--- config.mk ---
export PLATFORM = sky130hd
export DESIGN_NAME = atomic_responder
export DESIGN_NICKNAME = d
export VERILOG_FILES = /design/src/rtl/atom_pkg.sv /design/src/rtl/atom_mem.sv /design/src/rtl/atom_alu.sv /design/src/rtl/atom_ctrl.sv /design/src/rtl/atomic_responder.sv
export SDC_FILE = /design/constraint.sdc
export NUM_CORES = 2
export LEC_CHECK = 0
export BUFFER_PORTS_ARGS = -buffer_cell sky130_fd_sc_hd__clkbuf_2
export CORE_MARGIN = 1
export CORE_UTILIZATION = 55
export DETAILED_ROUTE_END_ITERATION = 6
export PLACE_DENSITY = 0.68
export SLEW_MARGIN = 25
export SYNTH_ARGS = -nofsm -noshare
export SYNTH_HDL_FRONTEND = slang
export SYNTH_SLANG_ARGS = --single-unit
--- constraint.sdc ---
create_clock -name clk -period 7.78 [get_ports clk]
set_input_delay 1.556 -clock clk [delete_from_list [all_inputs] [get_ports clk]]
set_output_delay 1.556 -clock clk [all_outputs]
set_load 0.1 [all_outputs]
--- src/rtl/atom_pkg.sv ---
package atom_pkg;

    localparam int OP_W = 3;

    localparam logic [OP_W-1:0] OP_PROBE = 3'b000;
    localparam logic [OP_W-1:0] OP_XCHG  = 3'b001;
    localparam logic [OP_W-1:0] OP_CXCHG = 3'b010;
    localparam logic [OP_W-1:0] OP_FADD  = 3'b011;

    typedef enum logic [1:0] {
        PH_IDLE   = 2'd0,
        PH_MODIFY = 2'd1,
        PH_RESP   = 2'd2
    } phase_e;

    function automatic logic op_reserved(input logic [OP_W-1:0] op);
        return op[OP_W-1];
    endfunction

    function automatic logic op_needs_mem(input logic [OP_W-1:0] op);
        return (op == OP_XCHG) || (op == OP_CXCHG) || (op == OP_FADD);
    endfunction

endpackage

--- src/rtl/atom_mem.sv ---
module atom_mem #(
    parameter int ADDR_W = 6,
    parameter int DATA_W = 32
) (
    input  logic              clk,
    input  logic              en,
    input  logic              we,
    input  logic [ADDR_W-1:0] addr,
    input  logic [DATA_W-1:0] wdata,
    output logic [DATA_W-1:0] rdata
);
    localparam int DEPTH = 1 << ADDR_W;

    logic [DATA_W-1:0] store [DEPTH];

    always_ff @(posedge clk) begin
        if (en) begin
            if (we) begin
                store[addr] <= wdata;
            end
            rdata <= store[addr];
        end
    end
endmodule

--- src/rtl/atom_alu.sv ---
module atom_alu
    import atom_pkg::*;
#(
    parameter int DATA_W = 32
) (
    input  logic [OP_W-1:0]   op,
    input  logic [DATA_W-1:0] orig,
    input  logic [DATA_W-1:0] opa,
    input  logic [DATA_W-1:0] opb,
    output logic              wr_en,
    output logic [DATA_W-1:0] wr_data,
    output logic              hit
);
    always_comb begin
        hit     = (orig == opa);
        wr_en   = 1'b0;
        wr_data = orig;
        unique case (op)
            OP_XCHG: begin
                wr_en   = 1'b1;
                wr_data = opa;
            end
            OP_CXCHG: begin
                wr_en   = hit;
                wr_data = opb;
            end
            OP_FADD: begin
                wr_en   = 1'b1;
                wr_data = orig + opa;
            end
            default: begin
                wr_en   = 1'b0;
                wr_data = orig;
            end
        endcase
    end
endmodule

--- src/rtl/atom_ctrl.sv ---
module atom_ctrl
    import atom_pkg::*;
#(
    parameter int ADDR_W = 6,
    parameter int DATA_W = 32,
    parameter int TAG_W  = 4
) (
    input  logic              clk,
    input  logic              rst,
    input  logic              req_valid,
    output logic              req_ready,
    input  logic [ADDR_W-1:0] req_addr,
    input  logic [OP_W-1:0]   req_op,
    input  logic [DATA_W-1:0] req_opa,
    input  logic [DATA_W-1:0] req_opb,
    input  logic [TAG_W-1:0]  req_tag,
    output logic              rsp_valid,
    input  logic              rsp_ready,
    output logic [DATA_W-1:0] rsp_data,
    output logic [TAG_W-1:0]  rsp_tag,
    output logic              rsp_err,
    output logic              rsp_match,
    output logic              mem_en,
    output logic              mem_we,
    output logic [ADDR_W-1:0] mem_addr,
    output logic [DATA_W-1:0] mem_wdata,
    input  logic [DATA_W-1:0] mem_rdata,
    output logic [OP_W-1:0]   alu_op,
    output logic [DATA_W-1:0] alu_opa,
    output logic [DATA_W-1:0] alu_opb,
    input  logic              alu_we,
    input  logic [DATA_W-1:0] alu_wdata,
    input  logic              alu_hit
);
    typedef struct packed {
        logic [ADDR_W-1:0] addr;
        logic [OP_W-1:0]   op;
        logic [DATA_W-1:0] opa;
        logic [DATA_W-1:0] opb;
        logic [TAG_W-1:0]  tag;
    } held_t;

    typedef struct packed {
        logic [DATA_W-1:0] data;
        logic [TAG_W-1:0]  tag;
        logic              err;
        logic              match;
    } reply_t;

    phase_e phase;
    held_t  held;
    reply_t reply;
    logic   accept;

    assign req_ready = (phase == PH_IDLE);
    assign accept    = req_valid && req_ready;
    assign rsp_valid = (phase == PH_RESP);
    assign rsp_data  = reply.data;
    assign rsp_tag   = reply.tag;
    assign rsp_err   = reply.err;
    assign rsp_match = reply.match;

    assign alu_op    = held.op;
    assign alu_opa   = held.opa;
    assign alu_opb   = held.opb;

    assign mem_we    = (phase == PH_MODIFY) && alu_we;
    assign mem_en    = (accept && op_needs_mem(req_op)) || mem_we;
    assign mem_addr  = (phase == PH_IDLE) ? req_addr : held.addr;
    assign mem_wdata = alu_wdata;

    always_ff @(posedge clk) begin
        if (rst) begin
            phase <= PH_IDLE;
            held  <= '0;
            reply <= '0;
        end else begin
            unique case (phase)
                PH_IDLE: begin
                    if (accept) begin
                        held <= '{addr: req_addr, op: req_op, opa: req_opa,
                                  opb: req_opb, tag: req_tag};
                        if (op_needs_mem(req_op)) begin
                            phase <= PH_MODIFY;
                        end else begin
                            phase <= PH_RESP;
                            reply <= '{data: '0, tag: req_tag,
                                       err: op_reserved(req_op), match: 1'b0};
                        end
                    end
                end
                PH_MODIFY: begin
                    phase <= PH_RESP;
                    reply <= '{data: mem_rdata, tag: held.tag, err: 1'b0,
                               match: (held.op == OP_CXCHG) && alu_hit};
                end
                PH_RESP: begin
                    if (rsp_ready) begin
                        phase <= PH_IDLE;
                    end
                end
                default: phase <= PH_IDLE;
            endcase
        end
    end

    // an accepted request closes the request channel on the next cycle
    p_busy_after_accept_r1: assert property (@(posedge clk) disable iff (rst)
        accept |=> !req_ready);

    // an unclaimed response does not move
    p_rsp_hold_r10: assert property (@(posedge clk) disable iff (rst)
        (rsp_valid && !rsp_ready) |=> (rsp_valid && $stable(rsp_data) &&
            $stable(rsp_tag) && $stable(rsp_err) && $stable(rsp_match)));

    // a reserved-code reply carries no data and no match
    p_err_reply_r7: assert property (@(posedge clk) disable iff (rst)
        (rsp_valid && rsp_err) |-> (rsp_data == '0 && !rsp_match));
endmodule

--- src/rtl/atomic_responder.sv ---
module atomic_responder
    import atom_pkg::*;
#(
    parameter int ADDR_W = 6,
    parameter int DATA_W = 32,
    parameter int TAG_W  = 4
) (
    input  logic              clk,
    input  logic              rst,
    input  logic              req_valid,
    output logic              req_ready,
    input  logic [ADDR_W-1:0] req_addr,
    input  logic [2:0]        req_op,
    input  logic [DATA_W-1:0] req_opa,
    input  logic [DATA_W-1:0] req_opb,
    input  logic [TAG_W-1:0]  req_tag,
    output logic              rsp_valid,
    input  logic              rsp_ready,
    output logic [DATA_W-1:0] rsp_data,
    output logic [TAG_W-1:0]  rsp_tag,
    output logic              rsp_err,
    output logic              rsp_match
);
    logic              mem_en;
    logic              mem_we;
    logic [ADDR_W-1:0] mem_addr;
    logic [DATA_W-1:0] mem_wdata;
    logic [DATA_W-1:0] mem_rdata;
    logic [OP_W-1:0]   alu_op;
    logic [DATA_W-1:0] alu_opa;
    logic [DATA_W-1:0] alu_opb;
    logic              alu_we;
    logic [DATA_W-1:0] alu_wdata;
    logic              alu_hit;

    atom_ctrl #(.ADDR_W(ADDR_W), .DATA_W(DATA_W), .TAG_W(TAG_W)) ctrl_i (
        .clk       (clk),
        .rst       (rst),
        .req_valid (req_valid),
        .req_ready (req_ready),
        .req_addr  (req_addr),
        .req_op    (req_op),
        .req_opa   (req_opa),
        .req_opb   (req_opb),
        .req_tag   (req_tag),
        .rsp_valid (rsp_valid),
        .rsp_ready (rsp_ready),
        .rsp_data  (rsp_data),
        .rsp_tag   (rsp_tag),
        .rsp_err   (rsp_err),
        .rsp_match (rsp_match),
        .mem_en    (mem_en),
        .mem_we    (mem_we),
        .mem_addr  (mem_addr),
        .mem_wdata (mem_wdata),
        .mem_rdata (mem_rdata),
        .alu_op    (alu_op),
        .alu_opa   (alu_opa),
        .alu_opb   (alu_opb),
        .alu_we    (alu_we),
        .alu_wdata (alu_wdata),
        .alu_hit   (alu_hit)
    );

    atom_alu #(.DATA_W(DATA_W)) alu_i (
        .op      (alu_op),
        .orig    (mem_rdata),
        .opa     (alu_opa),
        .opb     (alu_opb),
        .wr_en   (alu_we),
        .wr_data (alu_wdata),
        .hit     (alu_hit)
    );

    atom_mem #(.ADDR_W(ADDR_W), .DATA_W(DATA_W)) mem_i (
        .clk   (clk),
        .en    (mem_en),
        .we    (mem_we),
        .addr  (mem_addr),
        .wdata (mem_wdata),
        .rdata (mem_rdata)
    );

    // every write is preceded, one cycle earlier, by a read of the same word
    p_write_follows_read_r9: assert property (@(posedge clk) disable iff (rst)
        mem_we |-> ($past(mem_en && !mem_we) && $past(mem_addr) == mem_addr));

    // no second read may slip in right after a read
    p_no_back_to_back_read_r9: assert property (@(posedge clk) disable iff (rst)
        (mem_en && !mem_we) |=> !(mem_en && !mem_we));

    // memory stays quiet while a response waits
    p_quiet_while_resp_r1: assert property (@(posedge clk) disable iff (rst)
        rsp_valid |-> !mem_en);
endmodule

After elaboration in Yosys (flattened, before gate mapping):

Memories as Yosys holds them, arrays and structs flattened. A register that Yosys moved wholly into a read port is not among the register bits.
Cells that the tools add are included.

* add/subtract/negate cells: 1
* equal/unequal tests: 12
* mux-type cells: 13
* reductions and logical operators: 13

Operators with widths (number)
* $pmux W32 S3: 1
* $mux W38: 2
* $pmux W38 S2: 1
* $add A32 B32 Y32: 1
* $eq A32 B32 Y1: 1
* $eq A3 B2 Y1 const B: 4
* $eq A3 B1 Y1 const B: 2
* $mux W2: 3
* $mux W6: 1
* $pmux W2 S3: 1
* $logic_and A1 B1 Y1: 4
* $ne A2 B2 Y1 const B: 2
* $reduce_and A2 Y1: 2
* $logic_or A1 B1 Y1: 3
* $mux W1: 3
* $reduce_and A3 Y1: 1
* $eq A2 B1 Y1 const B: 1
* $eq A2 B2 Y1 const B: 1
* $logic_not A2 Y1: 1
* $ne A2 B1 Y1 const B: 1
* $pmux W1 S2: 1
* $reduce_bool A2 Y1: 1
* $reduce_or A2 Y1: 1

* register bits after elaboration: 117
* bits in writable memories: 2048
* output and inout port bits: 40
* memories: 1

Memories
* mem_i.store: words 64, width 32, read ports 1, clocked after memory_dff 1, write ports 1, line atom_mem.sv:14 `logic [DATA_W-1:0] store [DEPTH];`

Depth between registers and ports, before layout:

* word-level depth: 7
* gate-level depth with buffers: 14

By module:

From an unflattened synthesis, not the netlist that was laid out.

* cell total of the unflattened synthesis: 5620
* area, all modules: 88620.0 sq um

Modules (own cells, without submodules)
* atom_mem: instances 1, cells an instance 4520, area each 80225.7 sq um
* atom_ctrl: instances 1, cells an instance 641, area each 5310.1 sq um
* atom_alu: instances 1, cells an instance 459, area each 3084.2 sq um

Worst setup path before layout:

Ideal clock, no wire load.

* path type: register -> register
* start: reg mem_i.rdata[16], read port of mem_i.store
* end: mem mem_i.store[0][27], data pin
* data arrival time: 4.819 ns
* required time: 7.078 ns
* path slack: 2.259 ns
* stages on the path, launching flop included: 11
* period minus slack after synthesis: 5.521 ns
* cell sequence: edfxtp_1 > ha_1 > clkbuf_1 > and3_1 > nand4_1 > or3_1 > o221ai_1 > a31oi_1 > o21bai_1 > xnor2_1 > o21ai_0

* word-level cells in the longest chain between the ends: 2

RTL lines
* from (decl): line atom_mem.sv:10 `output logic [DATA_W-1:0] rdata`
* $add A32 B32 Y32: line atom_alu.sv:29 `wr_data = orig + opa;`
* $pmux W32 S3: line atom_alu.sv:18 `unique case (op)`
* via alu_i.wr_data[27]: line atom_alu.sv:11 `output logic [DATA_W-1:0] wr_data,`
* to (decl): line atom_mem.sv:14

The timed path passes the listed nets, and every way through them passes these cells.

Worst setup path in the final report:

* start: reg mem_i.rdata[6], read port of mem_i.store
* end: mem mem_i.store[24][1] (enable)

* word-level cells in the longest chain between the ends: 6
* elaborated cells between the ends (all ways): 7

RTL lines
* $eq A32 B32 Y1 *: line atom_alu.sv:15 `hit = (orig == opa);`
* $pmux W1 S2 *: line atom_alu.sv:18
* $logic_and A1 B1 Y1 *: line atom_ctrl.sv:67 `assign mem_we = (phase == PH_MODIFY) && alu_we;`
* $mux W1 or $logic_or A1 B1 Y1 (tied branches): line atom_mem.sv:18, atom_ctrl.sv:68
* $mux W1 *: line atom_mem.sv:17 `if (en) begin`
* $mux W1 (not written as such) *: line atom_mem.sv:19 `store[addr] <= wdata;`

Every way passes the cells marked *; elsewhere a longest branch is shown, timed or not.

==> results.json <==
{
  "slowest_stage": "nor2_4",
  "finalSetupViolations": 0,
  "via_per_inst": 7.00,
  "cts.sinks": 2197,
  "fin_crit_sh_pct": 71.0,
  "drive_above_1_share_pct": 13.8,
  "slew_headroom_pct": 15.9,
  "finalHoldWorstSlack_ps": 459,
  "r2r-end": "mem_i.store[24][1]",
  "grt_pass1_wl_mm": 362,
  "antenna_left": 0,
  "failed_checks": "DRC",
  "htreeDepth": 4,
  "async_flop_share_pct": 0,
  "ctsHoldBuffers": 0,
  "finalSetupTns_ps": 0,
  "hold_viol_final": 0,
  "ioPinCount": 121,
  "status": "finished, violations left",
  "synth.net_count": 5212,
  "min_period_ps": 5520,
  "fp.dieH_um": 389,
  "critical-path-max-stage-delay_ps": 900,
  "fin_worst_skew_ps": 31.2,
  "dpl.hpwl_mm": 150,
  "cts_setup_buffers": 0,
  "gp_congestion": 0.956,
  "start_util_pct": 55.6,
  "ctsResizeCount": 0,
  "crit_cells": 8,
  "synth_cell_types": 72,
  "drt_wl_total_mm": 257,
  "port_buffers": 120,
  "drt_iter0_drc": 7991,
  "grt_max_degree": 101,
  "required_ps": 8300,
  "drc": 2,
  "syn_to_final_growth_pct": 13.6,
  "cp_common_cell": "nor4_1",
  "fin_nets": 5395,
  "max_freq_ghz": 0.181,
  "antenna_found_initial": 20,
  "r2r-start": "mem_i.rdata[6]",
  "synth_area_um2": 82300,
  "leakagePower_uw": 0.0290,
  "layout_commonest_cell": "edfxtp_1",
  "wl_per_cell_um": 34.7,
  "vias": 51800,
  "rrSetupSlack_ps": 2260,
  "end_kind": "register",
  "min-delay-start": "ctrl_i.alu_opb[17]",
  "powerDensity_nw_per_um2": 277,
  "synth_edf_count": 2080,
  "cts_buffer_depth": 3,
  "grt_setup_unrepaired": "no",
  "clk_latency_ps": 850,
  "final_cell_mix": "edfxtp_1 (2080), a22oi_1 (723), nand2_1 (486)",
  "ir_worst_vdd_mv": 0.236,
  "first_global_vias": 49100,
  "p_total_uw": 25900,
  "cp_max_fo": 19,
  "rows": 141,
  "hold_depth": 2,
  "r2r_cells": 8,
  "synth.avg_cell_area_um2": 16.1,
  "worstPathCellList": "ha_1 > nor4_1 > nand4_1 > nor4_1 > o211ai_1 > or3_1 > nor2_4 > buf_4",
  "die_x_um": 389,
  "critPathKind": "register to register",
  "coreArea_um2": 148000,
  "tightest_slew_ps": 1250,
  "crit_path_start_kind": "register",
  "crit_buf_inv": 1,
  "ys_seq_area_share_pct": 78.8,
  "synth-seq-cells": 2197,
  "ctsRootBufferMaster": "clkbuf_16",
  "crit_family": "simple AND/OR/NAND/NOR gates",
  "ys.flop_type": "edfxtp_1",
  "cp.arrival_ps": 6040,
  "hp-class": "register to register",
  "cts_buffers": 207,
  "grt_use_total_pct": 33.8,
  "finalMaxSlewViolations": 0,
  "drt_pass1_iterations": 7,
  "clk_pin_slew_ps": 60,
  "hold_path_end": "ctrl_i.alu_opb[17]",
  "grt_overflow": 0,
  "maxCapViolations": 0,
  "die_area_um2": 151000,
  "synth.yosys.warnings": 0,
  "synthCells": 5099,
  "cts_tree": "done"
}
state kept, by name, summed over array words and instances (netlist names), 2 cells and up:
signal and cells:
ctrl_i.alu_op 3, ctrl_i.alu_opa 32, ctrl_i.alu_opb 32, ctrl_i.held 10, ctrl_i.phase 2, ctrl_i.rsp_data 32, ctrl_i.rsp_tag 4, mem_i.rdata 32
mem_i.store 2048
per-stage QoR:
| stage | worst slack (ps) | utilization (%) | area, um^2 | instances |
|---|---|---|---|---|
| final | 2260 | 63.1 | 93400 | 7397 |
| after global routing | 2180 | 63.1 | 93400 | 7394 |
| after CTS | 2420 | 63.1 | 93400 | 7388 |
| after detailed placement | 2150 | 58.6 | 86700 | 7003 |
| after global placement | 1700 | 58.6 | 86700 | 7002 |
| after floorplan | 2260 | - | 82300 | 5099 |
area by class of cell:
cell class              instances  area (um^2)
clock buffers                 256         5430
diodes                          9         22.5
inverters                      28          105
flip-flops and latches       2197        64800
clock inverters               129         1230
repair buffers                318         2350
multi-input cells            2530        17100
well taps                    1930         2410
fillers                     10300        54600
metal layers:
| metal | GRT usage, % | vias to the layer above | share of wire [%] |
|---|---|---|---|
| met5 | 0 | - | 0.033 |
| met4 | 11.9 | 12 | 3.9 |
| met3 | 9.24 | 600 | 14 |
| met2 | 52.8 | 4200 | 46 |
| met1 | 45.8 | 25900 | 36 |
| li1 | - | 21000 | - |
tightest hold or removal path: cells and delay by family, from the launching register on:
kind             cells  cell delay, ps
AO/OA/AOI/OAI        1              60
flip-flops           1             300
AND/OR/NAND/NOR      1              50
worst max-delay path by stage:
stage	start	endpoint	slack, ps
2_1_floorplan	mem_i.rdata[16]	mem_i.store[0][27]	2260
3_3_place_gp	req_addr[0]	mem_i.rdata[7]	1700
3_5_place_dp	req_addr[0]	mem_i.rdata[23]	2150
4_1_cts	mem_i.rdata[6]	mem_i.store[33][14]	2420
5_1_grt	mem_i.rdata[6]	mem_i.store[24][25]	2180
6_report	mem_i.rdata[6]	mem_i.store[24][1]	2260
power breakdown:
group          total (uW)  switching (uW)  internal (uW)
registers           13400            39.2          13400
clock network        9990            4370           5620
logic                2510            1950            558
total               25900            6360          19600
Yosys cell counts (61+ instances only):
cell type / n / share of area (%)
a41oi_1: 88 / 0.94
buf_1: 61 / 0.28
nand2_1: 488 / 2.2
a221oi_1: 110 / 1.2
dfxtp_1: 117 / 2.8
buf_2: 68 / 0.41
nor2_1: 185 / 0.84
a31oi_1: 133 / 1.0
edfxtp_1: 2080 / 76
a21oi_1: 282 / 1.7
a22o_1: 64 / 0.68
clkbuf_1: 206 / 0.94
a22oi_1: 723 / 6.6
kinds of logic after synthesis:
| family | synth area share [%] |
|---|---|
| DFF | 78.8 |
| AOI/OAI and AO/OA | 13.4 |
| and+or+nand+nor | 4.53 |
| buffers and inverters | 1.87 |
| muxes | 0.680 |
| adders and majority gates | 0.496 |
| xor gates and xnor gates | 0.245 |
Power figures use the tool's default switching activity.
